==> src/rtl/txp_pkg.sv <==
package txp_pkg;
  localparam int WORD_W  = 64;
  localparam int LANES   = 2;
  localparam int BYTES   = WORD_W / 8;
  localparam int EMPTY_W = $clog2(BYTES);
  localparam int BUS_W   = WORD_W * LANES;
  localparam int UPPER   = LANES - 1;
  localparam int LOWER   = 0;

  typedef struct packed {
    logic               err;
    logic [EMPTY_W-1:0] empty;
    logic               eop;
    logic               sop;
    logic [WORD_W-1:0]  data;
  } word_t;

  localparam word_t WORD_NONE = '0;
endpackage

==> src/rtl/txp_runt_gate.sv <==
// Classifies the input word: qualifies the transfer, drops single-word
// frames and clears the end-only fields on words that do not end a frame.
module txp_runt_gate
  import txp_pkg::*;
(
  input  logic               fire,
  input  logic [WORD_W-1:0]  data,
  input  logic               sop,
  input  logic               eop,
  input  logic [EMPTY_W-1:0] empty,
  input  logic               err,
  output logic               take,
  output word_t              word
);
  logic runt;

  always_comb begin
    runt       = sop && eop;
    take       = fire && !runt;
    word.data  = data;
    word.sop   = sop;
    word.eop   = eop;
    word.empty = eop ? empty : '0;
    word.err   = eop && err;
  end
endmodule

==> src/rtl/txp_hold.sv <==
// Single-word hold register: keeps a word that is waiting for a lane.
module txp_hold
  import txp_pkg::*;
(
  input  logic  clk,
  input  logic  rst,
  input  logic  load,
  input  logic  drain,
  input  word_t d,
  output word_t q,
  output logic  vld
);
  always_ff @(posedge clk) begin
    if (rst) begin
      vld <= 1'b0;
      q   <= WORD_NONE;
    end else if (load) begin
      vld <= 1'b1;
      q   <= d;
    end else if (drain) begin
      vld <= 1'b0;
    end
  end
endmodule

==> src/rtl/txp_beat.sv <==
// Output beat register: one word slot and one occupancy bit per lane.
module txp_beat
  import txp_pkg::*;
(
  input  logic             clk,
  input  logic             rst,
  input  logic             load,
  input  logic             release_beat,
  input  word_t            lane_d [LANES],
  input  logic [LANES-1:0] used_d,
  output word_t            lane_q [LANES],
  output logic [LANES-1:0] used_q
);
  for (genvar z = 0; z < LANES; z++) begin : g_slot
    always_ff @(posedge clk) begin
      if (rst) begin
        used_q[z] <= 1'b0;
        lane_q[z] <= WORD_NONE;
      end else if (load) begin
        used_q[z] <= used_d[z];
        lane_q[z] <= used_d[z] ? lane_d[z] : WORD_NONE;
      end else if (release_beat) begin
        used_q[z] <= 1'b0;
        lane_q[z] <= WORD_NONE;
      end
    end
  end
endmodule

==> src/rtl/txp_lane_out.sv <==
// Maps the lane slots onto the flat per-lane client bus fields.
module txp_lane_out
  import txp_pkg::*;
(
  input  word_t                    lane_q [LANES],
  input  logic [LANES-1:0]         used_q,
  output logic [BUS_W-1:0]         data,
  output logic [LANES-1:0]         sop,
  output logic [LANES-1:0]         eop,
  output logic [LANES*EMPTY_W-1:0] empty,
  output logic [LANES-1:0]         idle,
  output logic [LANES-1:0]         err
);
  for (genvar z = 0; z < LANES; z++) begin : g_lane
    always_comb begin
      data[z*WORD_W +: WORD_W]    = used_q[z] ? lane_q[z].data : '0;
      sop[z]                      = used_q[z] && lane_q[z].sop;
      eop[z]                      = used_q[z] && lane_q[z].eop;
      empty[z*EMPTY_W +: EMPTY_W] = (used_q[z] && lane_q[z].eop) ? lane_q[z].empty : '0;
      err[z]                      = used_q[z] && lane_q[z].eop && lane_q[z].err;
      idle[z]                     = !used_q[z];
    end
  end
endmodule

==> src/rtl/eth_tx_lane_packer.sv <==
module eth_tx_lane_packer
  import txp_pkg::*;
(
  input  logic                     clk,
  input  logic                     rst,
  input  logic [WORD_W-1:0]        in_data,
  input  logic                     in_valid,
  input  logic                     in_sop,
  input  logic                     in_eop,
  input  logic [EMPTY_W-1:0]       in_empty,
  input  logic                     in_err,
  output logic                     in_ready,
  output logic [BUS_W-1:0]         tx_data,
  output logic [LANES-1:0]         tx_sop,
  output logic [LANES-1:0]         tx_eop,
  output logic [LANES*EMPTY_W-1:0] tx_empty,
  output logic [LANES-1:0]         tx_idle,
  output logic [LANES-1:0]         tx_err,
  input  logic                     tx_accept
);
  logic             slot_free, fire, take, publish;
  logic             hold_v, hold_load;
  word_t            in_word, hold_q;
  word_t            lane_d [LANES];
  word_t            lane_q [LANES];
  logic [LANES-1:0] used_d, used_q;

  // The slot is free when empty or when the MAC takes the current beat.
  always_comb begin
    slot_free = (used_q == '0) || tx_accept;
    in_ready  = !hold_v || slot_free;
    fire      = in_valid && in_ready;
    publish   = slot_free && hold_v;
    hold_load = take && !publish;
  end

  txp_runt_gate u_gate (
    .fire  (fire),
    .data  (in_data),
    .sop   (in_sop),
    .eop   (in_eop),
    .empty (in_empty),
    .err   (in_err),
    .take  (take),
    .word  (in_word)
  );

  txp_hold u_hold (
    .clk   (clk),
    .rst   (rst),
    .load  (hold_load),
    .drain (publish),
    .d     (in_word),
    .q     (hold_q),
    .vld   (hold_v)
  );

  // The held (older) word fills the upper lane; a word transferring now
  // fills the lower lane.
  always_comb begin
    lane_d[UPPER] = hold_q;
    lane_d[LOWER] = in_word;
    used_d        = '0;
    used_d[UPPER] = 1'b1;
    used_d[LOWER] = take;
  end

  txp_beat u_beat (
    .clk          (clk),
    .rst          (rst),
    .load         (publish),
    .release_beat (tx_accept),
    .lane_d       (lane_d),
    .used_d       (used_d),
    .lane_q       (lane_q),
    .used_q       (used_q)
  );

  txp_lane_out u_out (
    .lane_q (lane_q),
    .used_q (used_q),
    .data   (tx_data),
    .sop    (tx_sop),
    .eop    (tx_eop),
    .empty  (tx_empty),
    .idle   (tx_idle),
    .err    (tx_err)
  );
endmodule

==> config.mk <==
export PLATFORM = sky130hd
export DESIGN_NAME = eth_tx_lane_packer
export DESIGN_NICKNAME = d
export VERILOG_FILES = /design/src/rtl/txp_pkg.sv /design/src/rtl/txp_runt_gate.sv /design/src/rtl/txp_hold.sv /design/src/rtl/txp_beat.sv /design/src/rtl/txp_lane_out.sv /design/src/rtl/eth_tx_lane_packer.sv
export SDC_FILE = /design/constraint.sdc
export NUM_CORES = 1
export LEC_CHECK = 0
export ABC_AREA = 1
export BUFFER_PORTS_ARGS = -buffer_cell sky130_fd_sc_hd__buf_2
export CAP_MARGIN = 20
export CELL_PAD_IN_SITES_DETAIL_PLACEMENT = 1
export CELL_PAD_IN_SITES_GLOBAL_PLACEMENT = 2
export CORE_UTILIZATION = 29
export CTS_BUF_LIST = sky130_fd_sc_hd__clkbuf_4
export CTS_CLUSTER_SIZE = 40
export DETAILED_ROUTE_END_ITERATION = 6
export GPL_TIMING_DRIVEN = 1
export PLACE_DENSITY_LB_ADDON = 0.1
export SKIP_CTS_REPAIR_TIMING = 1
export SYNTH_ARGS = -nofsm -noshare
export SYNTH_HDL_FRONTEND = slang
export SYNTH_SLANG_ARGS = --single-unit
==> constraint.sdc <==
create_clock -name clk -period 1.6 [get_ports clk]
set_clock_uncertainty 0.05 [all_clocks]
set_input_delay 0.32 -clock clk [delete_from_list [all_inputs] [get_ports clk]]
set_output_delay 0.32 -clock clk [all_outputs]
set_load 0.02 [all_outputs]
After elaboration in Yosys (flattened, before gate mapping)

Cells that the tools add are included.

Register bits: 213
Logic and storage cells: 54

Muxes and demuxes: 14
Reductions and logical operators: 22

Operators with widths:

| operator           | count |
|---|---|
| 70-bit 2-to-1 mux  | 4 |
| 64-bit 2-to-1 mux  | 2 |
| 1-bit logical AND  | 12 |
| 3-bit 2-to-1 mux   | 3 |
| 1-bit logical NOT  | 5 |
| 1-bit 2-to-1 mux   | 5 |
| 2-bit nonzero test | 2 |
| 2-bit logical NOT  | 1 |
| 1-bit logical OR   | 2 |

Logic depth before layout (Yosys ltp)

Gate-level depths: netlist of run 1.

Depth after elaboration: 7
Depth in mapped cells: 8

Hierarchy

From an unflattened synthesis of run 1, not the netlist that was laid out.

Cell total of the unflattened synthesis: 1324
Area, all modules: 9616.7 um2

Modules (own cells, without submodules):

| module             | times used | cells an instance | area each (um2) | sequential area each (um2) |
|---|---|---|---|---|
| txp_beat           | 1          | 632               | 5137.4          | 2842.7 |
| txp_hold           | 1          | 308               | 2741.4          | 1421.4 |
| txp_lane_out       | 1          | 296               | 1143.6          | 0.0 |
| txp_runt_gate      | 1          | 76                | 534.3           | 0.0 |
| eth_tx_lane_packer | 1          | 12                | 60.1            | 0.0 |

Worst setup path before layout of run 1

Ideal clock, no wire load.

Kind: flip-flop to output port
From: register u_beat.used_q[1]
To: output port tx_data[118]
Arrival time: 1.180 ns
Data required time: 1.230 ns
Path slack: 0.050 ns
Stages on the path, launching flop included: 6
Path buffers: 3
Cells stage by stage: dfxtp_1 -> buf_2 -> clkbuf_1 -> clkbuf_1 -> nand2_1 -> inv_1

Cells in the longest elaborated chain, start to end: 1

RTL lines:

| element                          | line                     | source |
|---|---|---|
| start: declaration               | txp_beat.sv:12           | `output logic [LANES-1:0] used_q` |
| start signal: indexed assignment | txp_beat.sv:20           | `used_q[z] <= used_d[z];` |
| 64-bit 2-to-1 mux                | txp_lane_out.sv:16       | `data[z*WORD_W +: WORD_W] = used_q[z] ? lane_q[z].data : '0;` |
| end: declaration                 | eth_tx_lane_packer.sv:13 | `output logic [BUS_W-1:0] tx_data,` |

Every way passes these cells.

Final worst setup path of run 1

From: register u_beat.used_q[0]
To: output port tx_err[0]

Cells in the longest elaborated chain, start to end: 2

RTL lines:

| element                         | line                     | source |
|---|---|---|
| 1-bit logical AND (2 in series) | txp_lane_out.sv:20       | `err[z] = used_q[z] && lane_q[z].eop && lane_q[z].err;` |
| end: declaration                | eth_tx_lane_packer.sv:18 | `output logic [LANES-1:0] tx_err,` |

Every way passes these cells.

==> results of run 1 <==
-- power by group through the flow --
stage          Clock [mW]  Sequential, mW  Combinational, mW
3_5_place_dp            0            5.74               1.22
5_1_grt              5.58            5.65               1.91
2_1_floorplan           0            5.71              0.733
6_report             5.08            5.63               1.74
4_1_cts              5.29            5.62               1.22
3_3_place_gp            0            5.74               1.20
-- worst max-delay path, delay by kind of cell (launching register included) --
family,cells,cell delay [ns]
flip-flops,1,0.37
buffers and inverters,2,0.33
AND/OR/NAND/NOR,2,0.25
-- how the worst max path moves through the flow --
stage | slack [ns] | depth (start not counted) | from | end
2_1_floorplan | 0.05 | 5 | u_beat.used_q[1] | tx_data[118]
3_3_place_gp | 0.07 | 6 | u_beat.used_q[0] | u_beat.lane_q[101]
3_5_place_dp | 0.01 | 8 | tx_accept | u_beat.lane_q[97]
4_1_cts | -0.67 | 4 | u_beat.used_q[0] | tx_data[37]
5_1_grt | -0.49 | 4 | u_beat.used_q[0] | tx_err[0]
6_report | -0.40 | 4 | u_beat.used_q[0] | tx_err[0]
-- cells in the mapped netlist --
library cell | instances | area (sq um)
a21boi_2 | 1 | 11.26
a21oi_1 | 143 | 715.7
a21oi_2 | 1 | 8.760
buf_1 | 7 | 26.28
buf_2 | 37 | 185.2
buf_4 | 12 | 90.09
buf_6 | 1 | 11.26
clkbuf_1 | 35 | 131.4
dfxtp_1 | 213 | 4264
inv_1 | 219 | 822.0
inv_2 | 3 | 11.26
nand2_1 | 491 | 1843
nand3_1 | 70 | 350.3
nor2_1 | 149 | 559.3
nor2_4 | 1 | 11.26
o211ai_2 | 1 | 12.51
-- through the flow --
stage,worst slack [ns],TNS [ns],cells
after floorplan,0.04984,0,1384
after global placement,0.07381,0,1937
after detailed placement,0.01381,0,1937
after CTS,-0.6734,-76.46,2045
after global routing,-0.4948,-85.41,2158
final,-0.4027,-61.60,2158
-- final cells by class --
class	count	area, sq um	share of cell area [%]
multi-input combinational	857	3983	27.50
antenna	1	2.502	0.01728
inverter	222	843.3	5.823
clock buffer	98	735.7	5.080
timing repair buffer	361	4113	28.40
clock inverter	10	37.54	0.2592
tap	396	495.5	3.421
sequential	213	4272	29.50
-- sequential cells by signal, indices dropped and copies added, names as in the netlist --
| signal | count |
|---|---|
| u_hold.q | 70 |
| u_beat.lane_q | 140 |
| u_beat.used_q | 2 |
| u_hold.vld | 1 |
-- cells in the final DEF, fill, tap and decap left out, types with 4 or more instances in the layout --
master	netlist	final
inv_1	219	124
nor2_4	1	5
dlygate4sd3_1	0	71
nand2_2	0	68
clkinv_1	0	10
clkbuf_16	0	25
nor2_1	149	141
buf_2	37	73
buf_6	1	131
inv_4	0	4
buf_16	0	4
nand3_2	0	6
buf_12	0	30
buf_4	12	24
a21oi_2	1	9
nand2_1	491	400
nor2_2	0	4
nand2_4	0	23
clkbuf_4	0	98
a21oi_1	143	134
dfxtp_1	213	211
inv_2	3	94
nand3_1	70	64
-- routing by layer --
layer,vias to the layer above,wire length (um)
met3,47,1409
met4,2,504
met5,-,13
met2,201,16200
met1,4468,15450
li1,4804,-
-- kinds of logic (layout without fill, tap and decap cells) --
family                 after synthesis  in the layout
AND/OR/NAND/NOR                    711            711
flip-flops                         213            213
AO/OA/AOI/OAI                      146            146
buffers and inverters              314            691
other                                0              1
==> results.cfg, run 1 <==
[die]
dieHeight_um = 178.7
start_util_pct = 29.52
row_count = 64
coreArea_sq_um = 30670
die_x_um = 178.7
dieArea_sq_um = 31930
ios = 217

[yosys]
ys_warn_count = 0
synth_cell_type_count = 16
yosysSeqAreaShare_pct = 47.10
synth_simple_gate_area_share_pct = 30.53
synth-seq-cells = 213
yosys.area_share.adder_pct = 0
synth_top_family_by_area = simple AND/OR/NAND/NOR gates
synth.area.mux_share_pct = 0
syn-num-nets = 1458
synth_compound_area_share_pct = 8.264
syn_area_sq_um = 9054
synth_area_per_cell_sq_um = 6.542
synth_cells = 1384
synth_xor_area_share_pct = 0

[hold_path]
whs_endpoint = u_hold.vld
whs_path_depth = 6
hold_start = tx_accept
min_path_type = in -> reg

[timing]
relSlewSlack_pct = 73.27
worstMarginPinSlew_ns = 0.4010
maxSlewViolCount = 0
setup-violations-final = 283
fmax_mhz = 499.3
period_share_pct = 125.2
fin_ws_ns = -0.4027
whs_ns = 0.07433
min_period_ns = 2.003
hold_violations = 0
rsz0062_at_grt = true

[clocking]
cts_root_buf = clkbuf_4
cts-buffers-inserted = 59
tritoncts = done
clkLatencyLatePin_ns = 0.67
clock_sinks = 213
path_clk_slew_ns = 0.07
clock_tree.buffer_depth = 3
htree_levels = 2

[place]
placed_area_sq_um = 10730
dp_hpwl_mm = 18.30
io_buffers = 216
place_congestion = 0.7261

[global_route]
met3_usage_pct = 4.474
grt_max_degree = 76
overflow = 0
antenna_found_initial = 2
grt_pass1_vias = 8722
grt_usage_pct = 17.86
grt_use_met2_pct = 29.46
use_met1_pct = 23.07
grt-busiest-layer = met2
grt_pass1_wl_mm = 45.27

[power_and_ir_drop]
power_density_nw_per_um2 = 859.3
ir_worst_vdd_mv = 0.3774
power_switching_mw = 3.415
switching_share_pct = 27.44
p_comb_share_pct = 14.0
power.share.clock_pct = 40.8
power_mw = 12.44
intPower_mw = 9.029
p_leak_nw = 7.241
seq_power_share_pct = 45.2

[cells_and_area]
fill_cells = 3798
final_core_util_pct = 47.22
area_growth_pct = 59.95
drive_above_1_share_pct = 34.41
stdcell_area_sq_um = 14480
final_nets = 1788

[route]
routedWlPerCell_um = 15.56
vias_per_cell = 4.412
vias = 9522
wirelength_mm = 33.58
drc = 0
antenna_left = 0
drt-initial-drc-count = 325
firstDrtPassIters = 4

[worst_setup_path]
crit_type = reg -> out
reg2reg_depth = 8
crit_path_cell_trace = buf_12 > nand2_4 > nor2_2 > buf_4
max_stage_delay_ns = 0.37
r2r_setup_slack_ns = -0.14
required_ns = 1.23
r2r_end = u_beat.lane_q[75]
slowest_stage = dfxtp_4
end_kind = output port
cp.arrival_ns = 1.63
r2r_start = u_beat.used_q[1]
startpoint_type = register
crit_fanout = 7

[status]
status = finished, violations left
violations = negative setup slack

[job]
drv_cap = 0
Power figures use the tool's default switching activity.
==> inputs of run 2 (changes only) <==
--- a/config.mk
+++ b/config.mk
@@ -10,12 +10,13 @@
 export CAP_MARGIN = 20
 export CELL_PAD_IN_SITES_DETAIL_PLACEMENT = 1
 export CELL_PAD_IN_SITES_GLOBAL_PLACEMENT = 2
-export CORE_UTILIZATION = 29
+export CORE_UTILIZATION = 32
 export CTS_BUF_LIST = sky130_fd_sc_hd__clkbuf_4
 export CTS_CLUSTER_SIZE = 40
 export DETAILED_ROUTE_END_ITERATION = 6
 export GPL_TIMING_DRIVEN = 1
 export PLACE_DENSITY_LB_ADDON = 0.1
+export REMOVE_ABC_BUFFERS = 1
 export SKIP_CTS_REPAIR_TIMING = 1
 export SYNTH_ARGS = -nofsm -noshare
 export SYNTH_HDL_FRONTEND = slang
==> constraint.sdc (replaced) <==
create_clock -name clk -period 2.5 [get_ports clk]
set_clock_uncertainty 0.05 [all_clocks]
set_input_delay 0.5 -clock clk [delete_from_list [all_inputs] [get_ports clk]]
set_output_delay 0.5 -clock clk [all_outputs]
set_load 0.02 [all_outputs]
==> run 2 against run 1 <==
  * The flow now finishes without violations
  * Non-clock buffer count fell by 100
  * First-iteration DRC count fell by 21%
  * Flip-flop and latch count did not move
  * Critical path depth did not move
  * Clock-buffer cell count fell by 8
  * Register-to-register slack improved by 0.75 ns
  * Wire length fell by 18%
  * Critical path type unchanged
  * Critical endpoint is now tx_data[125]
  * Largest power group unchanged
  * Highest routed layer is now met4
==> results.cfg, run 2 (synthesis gave the netlist of run 1 again) <==
[status]
status = complete, no violations

[cells_and_area]
layout_common_cells = nand2_1 (491), inv_1 (219), buf_2 (215)
final_common_cell = nand2_1
top_regs = u_beat.lane_q x140, u_hold.q x70, u_beat.used_q x2
top_register = u_beat.lane_q
fin_cells = 2030
largest_register_ffs = 140
fill_cells = 3768
final_nets = 1690
area_growth_pct = 26.62
drive_above_1_share_pct = 20.24
stdcell_area_sq_um = 11460

[route]
drc = 0
firstDrtPassIters = 4
antenna_left = 0
routedWlPerCell_um = 13.61
vias_per_cell = 4.386
drt-initial-drc-count = 256
vias = 8904
wirelength_mm = 27.63

[timing]
worstMarginPinSlew_ns = 0.7619
min_period_ns = 2.312
setup-tns-final_ns = 0
maxSlewViolCount = 0
fmax_mhz = 432.6
setup-violations-final = 0
period_share_pct = 92.47
hold_violations = 0
whs_ns = 0.01537
rsz0062_at_grt = false
relSlewSlack_pct = 49.20

[worst_setup_path]
crit_type = reg -> out
cp.arrival_ns = 1.76
required_ns = 1.95
crit_fanout = 16
startpoint_type = register
end_kind = output port

[place]
place_congestion = 0.7280
placed_area_sq_um = 10450
io_buffers = 216
dp_hpwl_mm = 16.31
dp.cells = 1901

[clocking]
cts-buffers-inserted = 61
cts_root_buf = clkbuf_4
path_clk_slew_ns = 0.07
clock_sinks = 213
clock_tree.buffer_depth = 3
tritoncts = done
clkLatencyLatePin_ns = 0.67
htree_levels = 2

[global_route]
grt_pass1_vias = 8669
grt_usage_pct = 18.92
overflow = 0
antenna_found_initial = 2
grt_pass1_wl_mm = 43.99
grt_max_degree = 144

[die]
coreArea_sq_um = 27780
dieArea_sq_um = 28970
dieHeight_um = 170.2
row_count = 61
start_util_pct = 32.59
ios = 217
die_x_um = 170.2

[hold_path]
min_path_type = in -> reg

[power_and_ir_drop]
ir_worst_vdd_mv = 0.2703
power_density_nw_per_um2 = 643.0
p_leak_nw = 6.218

[job]
drv_cap = 0
## run 2: stage by stage
| step | setup WS (ns) | util (%) | total power, mW |
|---|---|---|---|
| after floorplan | -2.305 | - | 4.059 |
| after global placement | 0.7147 | 37.60 | 4.373 |
| after detailed placement | 0.6529 | 37.60 | 4.387 |
| after CTS | -0.06007 | 40.14 | 7.509 |
| after global routing | 0.01252 | 41.25 | 7.812 |
| final | 0.1883 | 41.26 | 7.371 |
## run 2: layout make-up
type                    instances  area, sq um  area share (%)
well taps                     378        473.0           4.126
clock inverters                 7        30.03          0.2620
clock buffers                  90        675.6           5.894
inverters                     222        833.3           7.269
flip-flops and latches        213         4272           37.26
repair buffers                261         1639           14.30
diodes                          2        5.005         0.04366
multi-input cells             857         3536           30.84
## run 2: final timing paths
| kind | startpoint | to | slack, ns | cells after the start |
|---|---|---|---|---|
| min reg2reg | u_hold.q[9] | u_beat.lane_q[9] | 0.40 | 2 |
| min | in_data[18] | u_hold.q[18] | 0.02 | 3 |
| max | u_beat.used_q[1] | tx_data[125] | 0.19 | 4 |
| max reg2reg | u_beat.used_q[1] | u_beat.lane_q[74] | 0.61 | 6 |
## run 2: power breakdown
part           total (mW)  leakage (nW)  switching [mW]  internal [mW]
Clock                3.04         0.429            1.43           1.61
Sequential           3.60          1.74          0.0725           3.53
Combinational       0.732          4.05           0.484          0.248
Total                7.37          6.22            1.98           5.39
## run 2: worst max-delay path, stage by stage, from the launching register on
cell,delay (ns)
dfxtp_4,0.51
buf_4,0.27
nand2_1,0.09
inv_1,0.06
buf_2,0.15
## run 2: layer usage
layer / part of all wire (%) / up-vias / wire [um] / global-route usage, %
met1: 47 / 4096 / 13030 / 23.56
li1: - / 4593 / - / -
met3: 4.7 / 31 / 1293 / 4.209
met2: 47 / 184 / 12960 / 32.73
met5: 0 / - / 0 / 0
met4: 1.3 / 0 / 351 / 5.014
==> inputs of run 3 (changes only) <==
--- a/config.mk
+++ b/config.mk
@@ -10,7 +10,7 @@
 export CAP_MARGIN = 20
 export CELL_PAD_IN_SITES_DETAIL_PLACEMENT = 1
 export CELL_PAD_IN_SITES_GLOBAL_PLACEMENT = 2
-export CORE_UTILIZATION = 32
+export CORE_UTILIZATION = 29
 export CTS_BUF_LIST = sky130_fd_sc_hd__clkbuf_4
 export CTS_CLUSTER_SIZE = 40
 export DETAILED_ROUTE_END_ITERATION = 6
==> constraint.sdc (replaced) <==
create_clock -name clk -period 2.51 [get_ports clk]
set_clock_uncertainty 0.05 [all_clocks]
set_input_delay 0.502 -clock clk [delete_from_list [all_inputs] [get_ports clk]]
set_output_delay 0.502 -clock clk [all_outputs]
set_load 0.02 [all_outputs]
==> run 3 against run 2 <==
  * Setup slack gained 0.012 ns
  * Combinational power fell by 0.8%
  * Power is 0.65% higher
  * Hold slack better by 0.016 ns
  * Critical path depth stayed put
  * Non-clock buffer count is 8 lower
  * Via count shrank 0.35%
  * Sequential power about the same
  * Sequential share of layout area increased by 0.10 points
  * Final area fell by 0.27%
  * First-iteration DRC count rose by 36%
  * Wire length up 2.3%
  * Critical path type unchanged
  * Largest cell class unchanged
==> results.cfg, run 3 (synthesis gave the netlist of run 1 again) <==
[status]
status = complete, no violations

[cells_and_area]
fill_cells = 4089
layout_common_cells = nand2_1 (491), inv_1 (219), buf_2 (215)
area_growth_pct = 26.27
largest_register_ffs = 140
final_common_cell = nand2_1
fin_cells = 2049
top_regs = u_beat.lane_q x140, u_hold.q x70, u_beat.used_q x2
drive_above_1_share_pct = 20.53
final_core_util_pct = 37.28
top_register = u_beat.lane_q
final_nets = 1682

[route]
vias_per_cell = 4.330
wirelength_mm = 28.27
wl_met1_mm = 13.50
drt-initial-drc-count = 347
wl_met2_mm = 12.96
firstDrtPassIters = 7
antenna_left = 0
wl_met3_mm = 1.386
top_layer = met5
routedWlPerCell_um = 13.80
vias = 8873
drc = 0

[place]
place_congestion = 0.7250
dp.cells = 1920
dp_hpwl_mm = 16.65
io_buffers = 216

[timing]
setup-tns-final_ns = 0
rsz0062_at_grt = false
worstMarginPinSlew_ns = 0.7937
whs_ns = 0.03141
period_share_pct = 92.01
setup-violations-final = 0
hold_violations = 0
min_period_ns = 2.309
relSlewSlack_pct = 47.09
maxSlewViolCount = 0
fmax_mhz = 433.0

[clocking]
path_clk_slew_ns = 0.07
cts_root_buf = clkbuf_4
cts-buffers-inserted = 61
clock_sinks = 213
tritoncts = done
htree_levels = 2
clock_tree.buffer_depth = 3
clkLatencyLatePin_ns = 0.67

[worst_setup_path]
startpoint_type = register
worstSetupStartpoint = u_beat.used_q[0]
r2r_end = u_beat.lane_q[79]
r2r_start = u_beat.used_q[0]
crit_end = tx_data[25]
cp.arrival_ns = 1.76
reg2reg_depth = 6
crit_fanout = 27
end_kind = output port
r2r_setup_slack_ns = 0.63
crit_type = reg -> out
required_ns = 1.96

[global_route]
grt_max_degree = 144
grt_usage_pct = 17.42
antenna_found_initial = 3
grt_pass1_vias = 8567
grt_pass1_wl_mm = 44.06
overflow = 0

[die]
die_x_um = 178.7
dieHeight_um = 178.7
row_count = 64
coreArea_sq_um = 30670
dieArea_sq_um = 31930
start_util_pct = 29.52
ios = 217

[power_and_ir_drop]
p_leak_nw = 6.207
power_density_nw_per_um2 = 648.9
ir_worst_vdd_mv = 0.2608

[hold_path]
min_path_type = in -> reg

[job]
drv_cap = 0
run 3: changes by cell type in the layout (fill, tap and decap cells not counted), sizes merged:
| cell | before | now |
|---|---|---|
| inv | 224 | 222 |
| clkinvlp | 1 | 0 |
| dlygate4sd3 | 29 | 17 |
| clkinv | 4 | 13 |
| buf | 232 | 236 |
| clkbuf | 90 | 93 |
run 3: cell type report:
type | count | area (sq um) | share of cell area [%]
multi-input cells | 857 | 3536 | 30.93
diodes | 2 | 5.005 | 0.04378
clock inverters | 13 | 48.80 | 0.4268
clock buffers | 93 | 698.2 | 6.107
flip-flops and latches | 213 | 4272 | 37.36
repair buffers | 253 | 1543 | 13.49
well taps | 396 | 495.5 | 4.334
inverters | 222 | 834.6 | 7.300
run 3: how the worst min path moves through the flow:
| stage | startpoint | to | slack [ns] | cells after the start |
|---|---|---|---|---|
| 2_1_floorplan | u_hold.q[0] | u_beat.lane_q[0] | 0.38 | 2 |
| 3_3_place_gp | u_hold.q[22] | u_beat.lane_q[22] | 0.40 | 2 |
| 3_5_place_dp | u_hold.q[68] | u_beat.lane_q[68] | 0.40 | 2 |
| 4_1_cts | in_data[31] | u_hold.q[31] | -0.05 | 3 |
| 5_1_grt | in_data[10] | u_hold.q[10] | -0.000007 | 3 |
| 6_report | in_data[60] | u_hold.q[60] | 0.03 | 3 |
run 3: layer usage:
metal	global-route usage, %	vias up
li1	-	4573
met1	22.50	4073
met2	29.15	189
met3	3.626	36
met4	4.979	2
met5	0	-
run 3: through the flow:
step / power (mW) / setup slack [ns] / instance area (sq um)
2_1_floorplan: 4.043 / -2.295 / 8610
3_3_place_gp: 4.358 / 0.6359 / 10450
3_5_place_dp: 4.373 / 0.5899 / 10450
4_1_cts: 7.556 / -0.1222 / 11200
5_1_grt: 7.872 / 0.01683 / 11430
6_report: 7.418 / 0.2005 / 11430
run 3: report_power, final:
part           internal, mW  leakage, nW  switching (mW)
Clock                  1.66        0.451            1.44
Sequential             3.52         1.74          0.0706
Combinational         0.237         4.02           0.489
run 3: worst max-delay path, cell delays in order (launching register included):
cell and delay (ns):
dfxtp_4 0.53, buf_8 0.24, nand2_1 0.09, inv_1 0.07, buf_2 0.16
